## config.mk

```make
export PLATFORM = sky130hd
export DESIGN_NAME = tmr_chan
export DESIGN_NICKNAME = d
export VERILOG_FILES = /design/src/rtl/tmr_pkg.sv /design/src/rtl/tmr_prescale.sv /design/src/rtl/tmr_sync.sv /design/src/rtl/tmr_edge.sv /design/src/rtl/tmr_core.sv /design/src/rtl/tmr_chan.sv
export SDC_FILE = /design/constraint.sdc
export NUM_CORES = 1
export LEC_CHECK = 0
export ABC_CLOCK_PERIOD_IN_PS = 3300
export BUFFER_PORTS_ARGS = -buffer_cell sky130_fd_sc_hd__buf_2
export CAP_MARGIN = 20
export CELL_PAD_IN_SITES_DETAIL_PLACEMENT = 1
export CELL_PAD_IN_SITES_GLOBAL_PLACEMENT = 1
export CORE_MARGIN = 8
export CORE_UTILIZATION = 43
export DETAILED_ROUTE_END_ITERATION = 10
export PLACE_DENSITY = 0.75
export RECOVER_POWER = 25
export SLEW_MARGIN = 20
export SYNTH_ARGS = -nofsm -noshare
export SYNTH_HDL_FRONTEND = slang
export SYNTH_HIERARCHICAL = 1
export SYNTH_SLANG_ARGS = --single-unit
```

## constraint.sdc

```tcl
create_clock -name clk -period 3.3 [get_ports clk]
set_clock_uncertainty 0.15 [all_clocks]
set_input_delay 0 -clock clk [delete_from_list [all_inputs] [get_ports clk]]
set_output_delay 0 -clock clk [all_outputs]
set_load 0.02 [all_outputs]
```

## src/rtl/tmr_pkg.sv

```systemverilog
package tmr_pkg;
  localparam int CNT_W   = 16;
  localparam int NUM_INT = 5;
  localparam int NUM_EXT = 3;
  localparam int SEL_W   = 3;
  localparam int GATE_W  = 2;
  localparam int PRE_W   = 10;

  // prescaler bit that forms internal clock k (periods 2,8,32,128,1024)
  function automatic int int_tap(input int k);
    return (k < 4) ? 2 * k : 9;
  endfunction
endpackage

```

## src/rtl/tmr_prescale.sv

```systemverilog
module tmr_prescale
  import tmr_pkg::*;
#(
  parameter int W = PRE_W,
  parameter int N = NUM_INT
) (
  input  logic         clk,
  input  logic         rst_n,
  output logic [N-1:0] lvl_o
);
  logic [W-1:0] div_q, div_d;

  always_comb div_d = div_q + 1'b1;

  always_ff @(posedge clk or negedge rst_n) begin
    if (!rst_n) div_q <= '0;
    else        div_q <= div_d;
  end

  for (genvar g = 0; g < N; g++) begin : g_tap
    assign lvl_o[g] = div_q[int_tap(g)];
  end
endmodule

```

## src/rtl/tmr_sync.sv

```systemverilog
module tmr_sync #(
  parameter int W = 3
) (
  input  logic         clk,
  input  logic         rst_n,
  input  logic [W-1:0] async_i,
  output logic [W-1:0] sync_o
);
  logic [W-1:0] meta_q, stab_q;

  always_ff @(posedge clk or negedge rst_n) begin
    if (!rst_n) begin
      meta_q <= '0;
      stab_q <= '0;
    end else begin
      meta_q <= async_i;
      stab_q <= meta_q;
    end
  end

  assign sync_o = stab_q;
endmodule

```

## src/rtl/tmr_edge.sv

```systemverilog
module tmr_edge
  import tmr_pkg::*;
(
  input  logic               clk,
  input  logic               rst_n,
  input  logic [NUM_INT-1:0] int_lvl_i,
  input  logic [NUM_EXT-1:0] ext_lvl_i,
  input  logic [SEL_W-1:0]   clk_sel_i,
  input  logic               inv_i,
  input  logic [GATE_W-1:0]  gate_sel_i,
  output logic               edge_o
);
  localparam int NSRC = NUM_INT + NUM_EXT;

  logic [NSRC-1:0]      src_vec;
  logic [NUM_EXT:0]     gate_vec;
  logic                 lvl, gate_ok;
  logic                 prev_q, prev_d;

  always_comb begin
    src_vec  = {ext_lvl_i, int_lvl_i};
    gate_vec = {ext_lvl_i, 1'b1};
    lvl      = src_vec[clk_sel_i] ^ inv_i;
    gate_ok  = gate_vec[gate_sel_i];
    prev_d   = lvl;
    edge_o   = lvl & ~prev_q & gate_ok;
  end

  always_ff @(posedge clk or negedge rst_n) begin
    if (!rst_n) prev_q <= 1'b0;
    else        prev_q <= prev_d;
  end
endmodule

```

## src/rtl/tmr_core.sv

```systemverilog
module tmr_core
  import tmr_pkg::*;
(
  input  logic             clk,
  input  logic             rst_n,
  input  logic             edge_i,
  input  logic             trig_i,
  input  logic             stat_rd_i,
  output logic [CNT_W-1:0] count_o,
  output logic             ovf_o
);
  logic [CNT_W-1:0] cnt_q, cnt_d;
  logic             arm_q, arm_d, ovf_q, ovf_d;
  logic             arm_now, wrap;

  always_comb begin
    arm_now = arm_q | trig_i;
    cnt_d   = cnt_q;
    arm_d   = arm_now;
    wrap    = 1'b0;
    if (edge_i) begin
      if (arm_now) begin
        cnt_d = '0;
        arm_d = 1'b0;
      end else begin
        cnt_d = cnt_q + 1'b1;
        wrap  = &cnt_q;
      end
    end
    ovf_d = wrap | (ovf_q & ~stat_rd_i);
  end

  always_ff @(posedge clk or negedge rst_n) begin
    if (!rst_n) begin
      cnt_q <= '0;
      arm_q <= 1'b0;
      ovf_q <= 1'b0;
    end else begin
      cnt_q <= cnt_d;
      arm_q <= arm_d;
      ovf_q <= ovf_d;
    end
  end

  assign count_o = cnt_q;
  assign ovf_o   = ovf_q;
endmodule

```

## src/rtl/tmr_chan.sv

```systemverilog
module tmr_chan
  import tmr_pkg::*;
(
  input  logic               clk,
  input  logic               rst_n,
  input  logic [NUM_EXT-1:0] ext_clk_i,
  input  logic [SEL_W-1:0]   clk_sel_i,
  input  logic               inv_i,
  input  logic [GATE_W-1:0]  gate_sel_i,
  input  logic               trig_i,
  input  logic               stat_rd_i,
  output logic [CNT_W-1:0]   count_o,
  output logic               ovf_o
);
  logic [NUM_INT-1:0] int_lvl;
  logic [NUM_EXT-1:0] ext_lvl;
  logic               cnt_edge;

  tmr_prescale u_pre (.clk(clk), .rst_n(rst_n), .lvl_o(int_lvl));

  tmr_sync #(.W(NUM_EXT)) u_sync (
    .clk(clk), .rst_n(rst_n), .async_i(ext_clk_i), .sync_o(ext_lvl));

  tmr_edge u_edge (
    .clk(clk), .rst_n(rst_n), .int_lvl_i(int_lvl), .ext_lvl_i(ext_lvl),
    .clk_sel_i(clk_sel_i), .inv_i(inv_i), .gate_sel_i(gate_sel_i),
    .edge_o(cnt_edge));

  tmr_core u_core (
    .clk(clk), .rst_n(rst_n), .edge_i(cnt_edge), .trig_i(trig_i),
    .stat_rd_i(stat_rd_i), .count_o(count_o), .ovf_o(ovf_o));
endmodule

```

======== After elaboration in Yosys (flattened, before gate mapping) ========
Index checks and enable logic that the tools add are counted.
word-level totals
  bits in registers ....................... 35
  input bits .............................. 13
  word-level logic and storage cells ...... 28
cells by class
  add/subtract/negate cells ............... 2
  magnitude comparators ................... 2
  multiplexer cells ....................... 8
  bitwise gates (word level) .............. 8
  reduce and logical (&&, ||, !) cells .... 1
operators by type and width
  cell                                                                  number
  16-bit by 1-bit adder with 16-bit output, second input constant       1
  16-bit 2-to-1 mux                                                     1
  16-bit AND reduction                                                  1
  10-bit by 1-bit adder with 10-bit output, second input constant       1
  1-bit 2-to-1 mux                                                      5
  3-bit by 4-bit < comparator with 1-bit output, second input constant  1
  1-bit AND                                                             3
  1-bit binary-select mux with 3-bit select                             1
  2-bit by 3-bit < comparator with 1-bit output, second input constant  1
  1-bit binary-select mux with 2-bit select                             1
  1-bit NOT                                                             2
  1-bit OR                                                              2
  1-bit XOR                                                             1

======== Longest topological paths before layout ========
Gate-level depths: netlist of the first run.
  depth after elaboration ................. 7
  gate-level depth with buffers ........... 9
  depth with buffers taken out ............ 7

======== Modules after synthesis ========
Netlist of the first run, hierarchy kept.
by module, submodules not included
  module        times used  cells each  area an instance (um^2)  sequential area each (um^2)
  tmr_core      1           92          933.4                    450.4
  tmr_prescale  1           39          451.7                    250.2
  tmr_edge      1           14          155.1                    25.0
  tmr_sync      1           6           150.1                    150.1

======== Worst setup path after synthesis of the first run ========
OpenSTA, ideal clock, no wires.
  path type ............................... register to register
  start point ............................. reg u_pre.div_q[2]
  end point ............................... reg u_core.cnt_q[13], in the netlist u_core/count_o[13]
  setup time .............................. 0.120 ns
  arrival time ............................ 2.153 ns
  required time ........................... 3.030 ns
  path slack .............................. 0.877 ns
  cell stages (with the launch flop) ...... 9
  path buffers ............................ 1
  period minus slack after synthesis ...... 2.423 ns
  path through ............................ dfrtp_1 -> buf_4 -> mux2i_1 -> mux4_2 -> mux2_4 -> nand3_4 -> nor4_4 -> a31oi_1 -> a41o_1
between the ends
  word-level cells in the longest chain between the ends .. 5
RTL lines
  element                                    line                source
  start: declaration                         tmr_prescale.sv:11  logic [W-1:0] div_q, div_d;
  start signal: assignment                   tmr_prescale.sv:17  else div_q <= div_d;
  1-bit binary-select mux with 3-bit select  tmr_edge.sv:23      lvl = src_vec[clk_sel_i] ^ inv_i;
  1-bit 2-to-1 mux (implied by the code)     tmr_edge.sv:23
  1-bit XOR                                  tmr_edge.sv:23
  1-bit AND (2 in series)                    tmr_edge.sv:26      edge_o = lvl & ~prev_q & gate_ok;
  named net cnt_edge                         tmr_chan.sv:17      logic cnt_edge;
  end signal: assignment                     tmr_core.sv:39      cnt_q <= cnt_d;
  end: declaration                           tmr_core.sv:12      logic [CNT_W-1:0] cnt_q, cnt_d;
The timed path passes the listed nets, and every way through them passes these cells. The select of a mux whose other input is x is not followed.
A chain may end at the register's enable or synchronous reset.

======== Worst setup path after layout of the first run ========
Ends and elaborated chain as after synthesis.

==> results of run 1 <==
## sequential cells by signal, summed over array words and instances (netlist names)
| register | count |
|---|---|
| u_core/count_o | 16 |
| u_pre/div_q | 10 |
| u_sync/meta_q | 3 |
| u_sync/sync_o | 3 |
| u_core/arm_q | 1 |
| u_core/ovf_o | 1 |
| u_edge/prev_q | 1 |
## what timing repair did
action                     in CTS  in global routing
hold buffers                    8                  0
hold endpoints to repair       42                  0
setup endpoints to repair       0                  0
setup buffers                   0                  0
## logic make-up (layout without fill, tap and decap cells)
kind of cell               count (synthesis)  in the layout
xor gates and xnor gates                  15             15
adders and majority gates                  2              2
muxes                                      9              9
DFF                                       35             35
buffers and inverters                     16             54
and+or+nand+nor                           54             54
AOI/OAI and AO/OA                         20             20
## power groups by stage
stage                     clock network [uW]  logic (uW)  registers [uW]
after floorplan                            0        38.9             461
after global placement                     0        72.1             457
after detailed placement                   0        75.4             458
after CTS                                309        84.6             450
after global routing                     326        92.4             452
final                                    299        82.7             449
## per-layer routing
| metal | up-vias | routed length, um | GRT usage |
|---|---|---|---|
| met5 | - | 0 | 0 |
| li1 | 594 | - | - |
| met1 | 618 | 1750 | 0.164 |
| met3 | 6 | 171 | 0.0552 |
| met2 | 19 | 2020 | 0.222 |
| met4 | 0 | 61 | 0.0593 |
## metrics by stage
stage | cells | total power, uW | worst slack, ps | utilization | hold slack (ps)
finish | 237 | 831 | 627 | 0.539 | 183
global route | 237 | 871 | 494 | 0.539 | 198
CTS | 237 | 843 | 648 | 0.542 | 185
detailed placement | 221 | 533 | 654 | 0.498 | -37.4
global placement | 221 | 529 | 823 | 0.498 | -40.3
floorplan | 151 | 500 | 877 | - | -446
## cell type report
type	count	area, sq um
sequential	35	876
multi-input combinational	100	733
tap	48	60.1
inverter	8	30.0
clock inverter	3	15.0
clock buffer	5	68.8
timing repair buffer	38	219
fill	426	1710
## cells in the mapped netlist, types with 2 or more instances
cell,n,share of area
a21bo_2,2,0.012
a31o_2,3,0.016
inv_1,8,0.018
a2111oi_0,2,0.010
xnor2_1,11,0.057
buf_4,5,0.022
nand3_1,8,0.024
nor2_1,15,0.033
mux2i_1,7,0.041
nor3_1,5,0.015
o31ai_1,2,0.0089
o21ai_0,4,0.012
nand2_1,11,0.024
nand4_1,2,0.0074
xor2_1,4,0.021
nor4_4,2,0.025
a21oi_1,4,0.012
dfrtp_1,35,0.52
ha_1,2,0.015
## worst max path at each step
stage / to / startpoint
finish: u_core/count_o[13]$_DFFE_PN0P_ / u_pre/div_q[2]$_DFF_PN0_
global route: u_core/count_o[13]$_DFFE_PN0P_ / u_pre/div_q[2]$_DFF_PN0_
CTS: u_core/count_o[13]$_DFFE_PN0P_ / u_pre/div_q[2]$_DFF_PN0_
detailed placement: u_core/count_o[13]$_DFFE_PN0P_ / u_pre/div_q[2]$_DFF_PN0_
global placement: u_core/count_o[13]$_DFFE_PN0P_ / u_pre/div_q[2]$_DFF_PN0_
floorplan: u_core/count_o[13]$_DFFE_PN0P_ / u_pre/div_q[2]$_DFF_PN0_
==> flow_summary.yaml, run 1 <==
global_route:
  antenna_found_initial: 0
  overflow: 0
  grt_max_degree: 36
  grt_usage: 0.140
  grt_pass1_wl_um: 6720
  grt_pass1_vias: 1353
clock_network:
  cts_buffer_depth: 2
  clk_pin_slew_ps: 70
  cts_num_sinks: 35
  insertion_delay_ps: 290
  cts-root-buf: "clkbuf_8"
  cts_tree: "yes"
  postCtsResizedCells: 0
  cts_buffers: 5
  htreeDepth: 2
setup_path:
  crit_slowest_cell: "mux4_2"
  worst_path_largest_cell_delay_ps: 500
  r2r-start: "u_pre/div_q[2]$_DFF_PN0_"
  crit_required_ps: 3330
  crit_cells: 7
  critPathCaptureType: "register"
  critPathTopFamily: "multiplexers"
  path_max_fanout: 12
  cp-start-kind: "register"
  worst-path-buf-inv: 0
  crit_type: "register to register"
  path_cells: "mux2i_1 > mux4_2 > mux2_4 > nand3_4 > nor4_4 > a31oi_1 > a41o_1"
  reg2regPathDepth: 7
  rr_endpoint: "u_core/count_o[13]$_DFFE_PN0P_"
  arrival_ps: 2700
  r2r_setup_slack_ps: 630
synthesis:
  ys_seq_area_frac: 0.518
  synth-simple-area-share: 0.192
  postSynth.asyncResetShare: 1.00
  synth_ff_type: "dfrtp_1"
  synth_cell_types: 38
  synthesis.area_sq_um: 1690
  synth_top_family_by_area: "simple AND/OR/NAND/NOR gates"
  synth_cells: 151
  synth_compound_area_frac: 0.0851
  syn_nets: 166
  ys_ff_latch: 35
  synthMuxAreaShare: 0.0637
  synth_xor_area_frac: 0.0777
  synth_edf_count: 0
  yosysWarnings: 6
  syn_avg_cell_area_sq_um: 11.2
  synthAdderAreaFrac: 0.0148
drt:
  routed_via_density: 5.22
  vias: 1237
  drc: 0
  wl_per_cell_um: 16.9
  wirelength_um: 4000
  drtIter0Drc: 32
  firstDrtPassIters: 4
  postRouteAntennaNets: 0
place:
  port_buffers: 29
  place_area_sq_um: 1850
  dpl.hpwl_um: 2940
  gp_congestion: 0.748
power:
  p_switching_uw: 211
  intPower_uw: 621
  leakagePower_uw: 0.000941
  vdd_ir_drop_max_uv: 203
  powerDensity_nw_per_um2: 415
  clockPowerShare: 0.360
  p_comb_frac: 0.100
  swShare: 0.253
  pwr-share-seq: 0.541
timing:
  finalMaxSlewViolations: 0
  rsz0062_at_grt: "false"
  period_share: 0.810
  worstMarginPinSlew_ps: 788
  post-route-min-period_ps: 2670
  setup_viol: 0
  relSlewSlack: 0.475
  finalHoldViolCount: 0
  setup-tns-final_ps: 0
  fmax_mhz: 374
layout:
  fin_nets: 203
  n_antenna_cell: 0
  final_cell_mix: "dfrtp_1, buf_2, nor2_1"
  areaGrowthSynthToFinish_pct: 18.4
  design_area_sq_um: 2000
  layout_commonest_cell: "dfrtp_1"
  drive_gt1_frac: 0.222
floorplanning:
  die_w_um: 78.7
  start_util: 0.455
  ioPinCount: 30
  die_area_sq_um: 6190
  fp.dieH_um: 78.7
  core_sq_um: 3720
  rows: 22
hold_path:
  hold_class: "primary input to async pin"
outcome:
  outcome: "completed"
run:
  drv_cap: 0
Note: power is estimated with default switching activity, not from simulation.
==> run 2, diff against run 1 <==
--- a/config.mk
+++ b/config.mk
@@ -5,15 +5,16 @@
 export SDC_FILE = /design/constraint.sdc
 export NUM_CORES = 1
 export LEC_CHECK = 0
-export ABC_CLOCK_PERIOD_IN_PS = 3300
+export ABC_AREA = 1
+export ABC_CLOCK_PERIOD_IN_PS = 2300
 export BUFFER_PORTS_ARGS = -buffer_cell sky130_fd_sc_hd__buf_2
 export CAP_MARGIN = 20
 export CELL_PAD_IN_SITES_DETAIL_PLACEMENT = 1
 export CELL_PAD_IN_SITES_GLOBAL_PLACEMENT = 1
 export CORE_MARGIN = 8
-export CORE_UTILIZATION = 43
+export CORE_UTILIZATION = 37
 export DETAILED_ROUTE_END_ITERATION = 10
-export PLACE_DENSITY = 0.75
+export PLACE_DENSITY = 0.72
 export RECOVER_POWER = 25
 export SLEW_MARGIN = 20
 export SYNTH_ARGS = -nofsm -noshare
==> constraint.sdc (replaced) <==
create_clock -name clk -period 2.3 [get_ports clk]
set_clock_uncertainty 0.15 [all_clocks]
set_input_delay 0 -clock clk [delete_from_list [all_inputs] [get_ports clk]]
set_output_delay 0 -clock clk [all_outputs]
set_load 0.02 [all_outputs]
==> run 2 against run 1 <==
  * Cell count increased by 45%
  * Clock power increased by 64%
  * Global-route usage decreased by 0.44 points
  * Non-clock buffer count increased by 1
==> flow_summary.yaml, run 2 <==
synthesis:
  postSynth.asyncResetShare: 1.00
  synthesis.area_sq_um: 1830
  yosysWarnings: 6
  syn_nets: 249
  ys_seq_area_frac: 0.479
  synth_ff_type: "dfrtp_1"
  synth_cells: 234
  synth_cell_types: 27
  synth_top_area_share: 0.479
  post-synth-top-count-cell: "nand2_1"
  synth_edf_count: 0
  syn_avg_cell_area_sq_um: 7.81
  ys_ff_latch: 35
  yosysTopAreaCell: "dfrtp_1"
  synthTopCellsByCount: "nand2_1, inv_1, dfrtp_1"
  ys_top_cells_by_area: "dfrtp_1, nand2_1, inv_1"
power:
  pwr-share-seq: 0.507
  leakagePower_uw: 0.00112
  p_total_uw: 1330
  clockPowerShare: 0.368
  p_comb_frac: 0.125
  powerDensity_nw_per_um2: 601
  vdd_ir_drop_max_uv: 378
  swShare: 0.264
  p_switching_uw: 350
  intPower_uw: 978
clock_network:
  cts_num_sinks: 35
  cts_tree: "yes"
  insertion_delay_ps: 280
  clk_pin_slew_ps: 70
  cts_buffer_depth: 2
  cts_buffers: 5
  cts-root-buf: "clkbuf_8"
  htreeDepth: 2
timing:
  rsz0062_at_grt: "true"
  setup_viol: 0
  worstMarginPinSlew_ps: 784
  finalMaxSlewViolations: 0
  worst_slack_ps: 220
  fmax_mhz: 481
  period_share: 0.905
  finalHoldViolCount: 0
  post-route-min-period_ps: 2080
  relSlewSlack: 0.477
floorplanning:
  rows: 25
  fp.dieH_um: 86.3
  core_sq_um: 4750
  die_area_sq_um: 7450
  start_util: 0.384
  die_w_um: 86.3
  ioPinCount: 30
global_route:
  grt_pass1_wl_um: 8010
  antenna_found_initial: 0
  grt_pass1_vias: 1739
  overflow: 0
  grt_usage: 0.135
  grt_max_degree: 36
place:
  dpl.hpwl_um: 3390
  place_area_sq_um: 2030
  post-place-ws_ps: 91.6
  port_buffers: 29
  gp_congestion: 0.747
setup_path:
  path_max_fanout: 6
  cp-start-kind: "register"
  critPathCaptureType: "register"
  crit_required_ps: 2330
  crit_type: "register to register"
  arrival_ps: 2110
layout:
  fin_nets: 290
  design_area_sq_um: 2210
  layout_commonest_cell: "nand2_1"
  largest_reg_flops: 16
  drive_gt1_frac: 0.181
  final_cell_mix: "nand2_1, inv_1, dfrtp_1"
  n_antenna_cell: 0
  areaGrowthSynthToFinish_pct: 20.9
  fill_cells: 616
drt:
  top_layer: "met4"
  wl_per_cell_um: 13.5
  wl_met1_um: 2130
  wirelength_um: 4620
  vias: 1622
  postRouteAntennaNets: 0
  wl_met3_um: 221
  drc: 0
  firstDrtPassIters: 4
  drtIter0Drc: 48
  routed_via_density: 4.73
  wl_met2_um: 2240
hold_path:
  hold_class: "primary input to register"
run:
  drv_cap: 0
outcome:
  outcome: "completed"
run 2: changes by cell type after synthesis, moves of 7 or more:
cell and change:
inv_1 +29, mux2i_1 -7, xnor2_1 -10, nand3_1 +9, nor2_1 +15, nand2_1 +49
run 2: cells by family (layout without fill, tap and decap cells):
kind of cell	after synthesis	after routing	synth area share
simple gates	131	131	0.329
buf+inv	45	87	0.103
flops	35	35	0.479
xor+xnor	3	3	0.0144
compound gates	18	18	0.0609
fa+ha+maj	2	2	0.0137
run 2: final cells by class:
cell class,count,area [sq um],share of cell area
sequential,35,876,0.396
multi-input combinational,154,774,0.351
timing repair buffer,39,225,0.102
inverter,40,150,0.0680
clock buffer,8,100,0.0453
tap,67,83.8,0.0379
run 2: power by group through the flow:
stage	sequential [uW]	combinational, uW	clock [uW]
final	673	167	489
after floorplan	703	71.5	0
after global routing	679	186	531
after global placement	685	155	0
after detailed placement	685	159	0
after CTS	673	172	506
run 2: metal layers:
layer | GRT usage | vias to the layer above
li1 | - | 802
met1 | 0.158 | 791
met2 | 0.231 | 27
met3 | 0.0388 | 2
met4 | 0.0469 | 0
met5 | 0 | -
run 2: timing repair:
action	4_1_cts	5_1_grt
endpoints found under the setup margin	0	5
resized for setup	0	3
buffers inserted	0	1
hold buffers	8	0
endpoints found under the hold margin	44	0
run 2: stage by stage:
stage	std cells	setup TNS (ps)	hold slack, ps	utilization
finish	343	0	133	0.465
global route	343	-38.5	176	0.465
CTS	342	0	52.8	0.464
detailed placement	326	0	-40.6	0.426
global placement	326	0	-39.7	0.426
floorplan	234	0	-446	-
run 2: final timing paths:
| path | slack, ps | end | cells past startpoint | startpoint |
|---|---|---|---|---|
| worst max-delay path | 220 | u_core/count_o[10]$_DFFE_PN0P_ | 14 | u_pre/div_q[2]$_DFF_PN0_ |
| worst min-delay path | 130 | u_core/arm_q$_DFF_PN0_ | 6 | clk_sel_i[2] |
| worst max register to register | 220 | u_core/count_o[10]$_DFFE_PN0P_ | 14 | u_pre/div_q[2]$_DFF_PN0_ |
| worst min register to register | 210 | u_sync/sync_o[1]$_DFF_PN0_ | 0 | u_sync/meta_q[1]$_DFF_PN0_ |
| max in group asynchronous | 1320 | u_core/arm_q$_DFF_PN0_ | 2 | rst_n |
| min in group asynchronous | 180 | u_core/count_o[5]$_DFFE_PN0P_ | 2 | rst_n |
run 2: worst max-delay path, stage by stage (launching register included):
cell and delay (ps):
dfrtp_1 450, inv_1 80, nand2_1 50, nand3_1 90
nand3_2 80, nand3_1 100, nand2_2 80, nor2_4 170
nand3_2 140, nor2_2 180, nand2_1 100, nor2_1 160
nand2_1 70, nand2_1 60, nor2_1 40
==> run 3, diff against run 2 <==
--- a/config.mk
+++ b/config.mk
@@ -7,14 +7,14 @@
 export LEC_CHECK = 0
 export ABC_AREA = 1
 export ABC_CLOCK_PERIOD_IN_PS = 2300
-export BUFFER_PORTS_ARGS = -buffer_cell sky130_fd_sc_hd__buf_2
 export CAP_MARGIN = 20
 export CELL_PAD_IN_SITES_DETAIL_PLACEMENT = 1
 export CELL_PAD_IN_SITES_GLOBAL_PLACEMENT = 1
 export CORE_MARGIN = 8
-export CORE_UTILIZATION = 37
+export CORE_UTILIZATION = 41
 export DETAILED_ROUTE_END_ITERATION = 10
-export PLACE_DENSITY = 0.72
+export DONT_BUFFER_PORTS = 1
+export PLACE_DENSITY = 0.71
 export RECOVER_POWER = 25
 export SLEW_MARGIN = 20
 export SYNTH_ARGS = -nofsm -noshare
==> run 3 against run 2 <==
  * The flow now finishes with violations (max-capacitance violations, max-slew violations)
  * Combinational power decreased by 26%
  * Utilization rose by 2.0 points
  * Global-route usage rose by 1.6 points
  * Setup slack improved by 8.7 ps
  * Total power shrank 1.1%
  * Routed wire length grew 0.30%
  * Cell area is 5.1% lower
  * Sequential share of layout area rose by 2.2 points
  * First-iteration DRC count is 8.3% lower
  * Sequential power grew 4.6%
  * Non-clock buffer count fell by 26
  * Cell count decreased by 12%
  * Critical path type unchanged
  * Largest cell class unchanged
  * Highest routed layer unchanged
==> flow_summary.yaml, run 3 (synthesis gave the netlist of run 2 again) <==
clock_network:
  htreeDepth: 2
  cts_num_sinks: 35
  cts_buffer_depth: 2
  cts_tree: "yes"
  clk_pin_slew_ps: 70
  insertion_delay_ps: 280
  cts_buffers: 5
  cts-root-buf: "clkbuf_8"
power:
  p_comb_frac: 0.094
  clockPowerShare: 0.371
  p_total_uw: 1310
  p_switching_uw: 344
  leakagePower_uw: 0.00106
  powerDensity_nw_per_um2: 627
  pwr-share-seq: 0.535
  intPower_uw: 971
  swShare: 0.262
  vdd_ir_drop_max_uv: 322
global_route:
  overflow: 0
  grt_util_met2: 0.235
  grt-busiest-layer: "met2"
  met3_usage: 0.0463
  grt_pass1_wl_um: 7990
  use_met1: 0.190
  antenna_found_initial: 0
  grt_pass1_vias: 1604
  grt_usage: 0.151
  grt_max_degree: 36
floorplanning:
  die_area_sq_um: 6850
  rows: 24
  fp.dieH_um: 82.8
  ioPinCount: 30
  core_sq_um: 4320
  start_util: 0.423
  die_w_um: 82.8
place:
  dpl.hpwl_um: 3310
  place_area_sq_um: 1870
  gp_congestion: 0.760
  port_buffers: 0
setup_path:
  cp-start-kind: "register"
  critPathCaptureType: "register"
  path_max_fanout: 6
  reg2regPathDepth: 15
  r2r_setup_slack_ps: 230
  rr_endpoint: "u_core/count_o[13]$_DFFE_PN0P_"
  r2r-start: "u_pre/div_q[2]$_DFF_PN0_"
  crit_type: "register to register"
  arrival_ps: 2140
  crit_required_ps: 2370
hold_path:
  hold_class: "primary input to register"
  hold_end: "u_core/count_o[2]$_DFFE_PN0P_"
  hold_start: "clk_sel_i[2]"
  holdPathStages: 6
timing:
  finalMaxSlewViolations: 36
  rsz0062_at_grt: "true"
  relSlewSlack: -0.0487
  fmax_mhz: 483
  finalHoldViolCount: 0
  setup_viol: 0
  period_share: 0.901
  setup-tns-final_ps: 0
  worstMarginPinSlew_ps: 1570
  post-route-min-period_ps: 2070
outcome:
  violations: "max-capacitance violations, max-slew violations"
  outcome: "finished with violations"
run:
  drv_cap: 1
layout:
  layout_commonest_cell: "nand2_1"
  fill_cells: 556
  final_cell_mix: "nand2_1, inv_1, dfrtp_1"
  n_antenna_cell: 0
  multi_input_area_sq_um: 779
  final_util: 0.485
  seqCellArea_sq_um: 877
  areaGrowthSynthToFinish_pct: 14.7
  design_area_sq_um: 2100
  fin_nets: 264
  drive_gt1_frac: 0.136
  largest_reg_flops: 16
drt:
  firstDrtPassIters: 4
  drc: 0
  drtIter0Drc: 44
  wirelength_um: 4630
  wl_per_cell_um: 15.3
  vias: 1485
  postRouteAntennaNets: 0
  routed_via_density: 4.92
-- run 3: metal layers --
layer	up-vias	wire length, um
li1	747	-
met1	700	2110
met2	30	2180
met3	8	262
met4	0	87
met5	-	0
-- run 3: power by group through the flow --
| stage | logic, uW | clock network [uW] | registers (uW) |
|---|---|---|---|
| after floorplan | 71.5 | 0 | 703 |
| after global placement | 83.6 | 0 | 715 |
| after detailed placement | 87.4 | 0 | 715 |
| after CTS | 122 | 507 | 703 |
| after global routing | 141 | 539 | 710 |
| final | 124 | 487 | 704 |
-- run 3: worst max-delay path, stage by stage (launching register included) --
cell	delay [ps]
dfrtp_2	450
inv_1	70
nand2_1	50
nand3_1	100
nand3_2	90
nand3_1	110
nand2_2	80
nor2_4	160
nand2_2	110
nor2_2	200
nand2_4	110
inv_2	80
nand2_1	50
nand2_1	60
nand2_1	50
nor2_1	100
-- run 3: worst max path at each step --
stage	start	depth (start not counted)	slack, ps	endpoint
after floorplan	u_pre/div_q[2]$_DFF_PN0_	15	310	u_core/count_o[6]$_DFFE_PN0P_
after global placement	u_pre/div_q[2]$_DFF_PN0_	14	170	u_core/count_o[6]$_DFFE_PN0P_
after detailed placement	u_pre/div_q[2]$_DFF_PN0_	14	20	u_core/count_o[6]$_DFFE_PN0P_
after CTS	u_pre/div_q[2]$_DFF_PN0_	14	20	u_core/count_o[6]$_DFFE_PN0P_
after global routing	u_pre/div_q[2]$_DFF_PN0_	12	2	u_core/count_o[9]$_DFFE_PN0P_
final	u_pre/div_q[2]$_DFF_PN0_	15	230	u_core/count_o[13]$_DFFE_PN0P_
-- run 3: timing repair --
item,in CTS,in global routing
resized for setup,0,6
endpoints found under the hold margin,46,0
hold buffers,10,0
buffers inserted,0,1
pin swaps,1,2
endpoints found under the setup margin,1,8
-- run 3: area by class of cell --
type,instances,share of cell area
multi-input combinational,154,0.372
tap,52,0.0310
clock buffer,8,0.0477
sequential,35,0.418
timing repair buffer,13,0.0597
inverter,40,0.0716
-- run 3: through the flow --
| stage | setup slack, ps | instances | hold slack (ps) |
|---|---|---|---|
| 6_report | 228 | 302 | 84.6 |
| 5_1_grt | 1.91 | 302 | 113 |
| 4_1_cts | 21.2 | 301 | 24.2 |
| 3_5_place_dp | 16.1 | 283 | -444 |
| 3_3_place_gp | 169 | 283 | -444 |
| 2_1_floorplan | 312 | 234 | -446 |
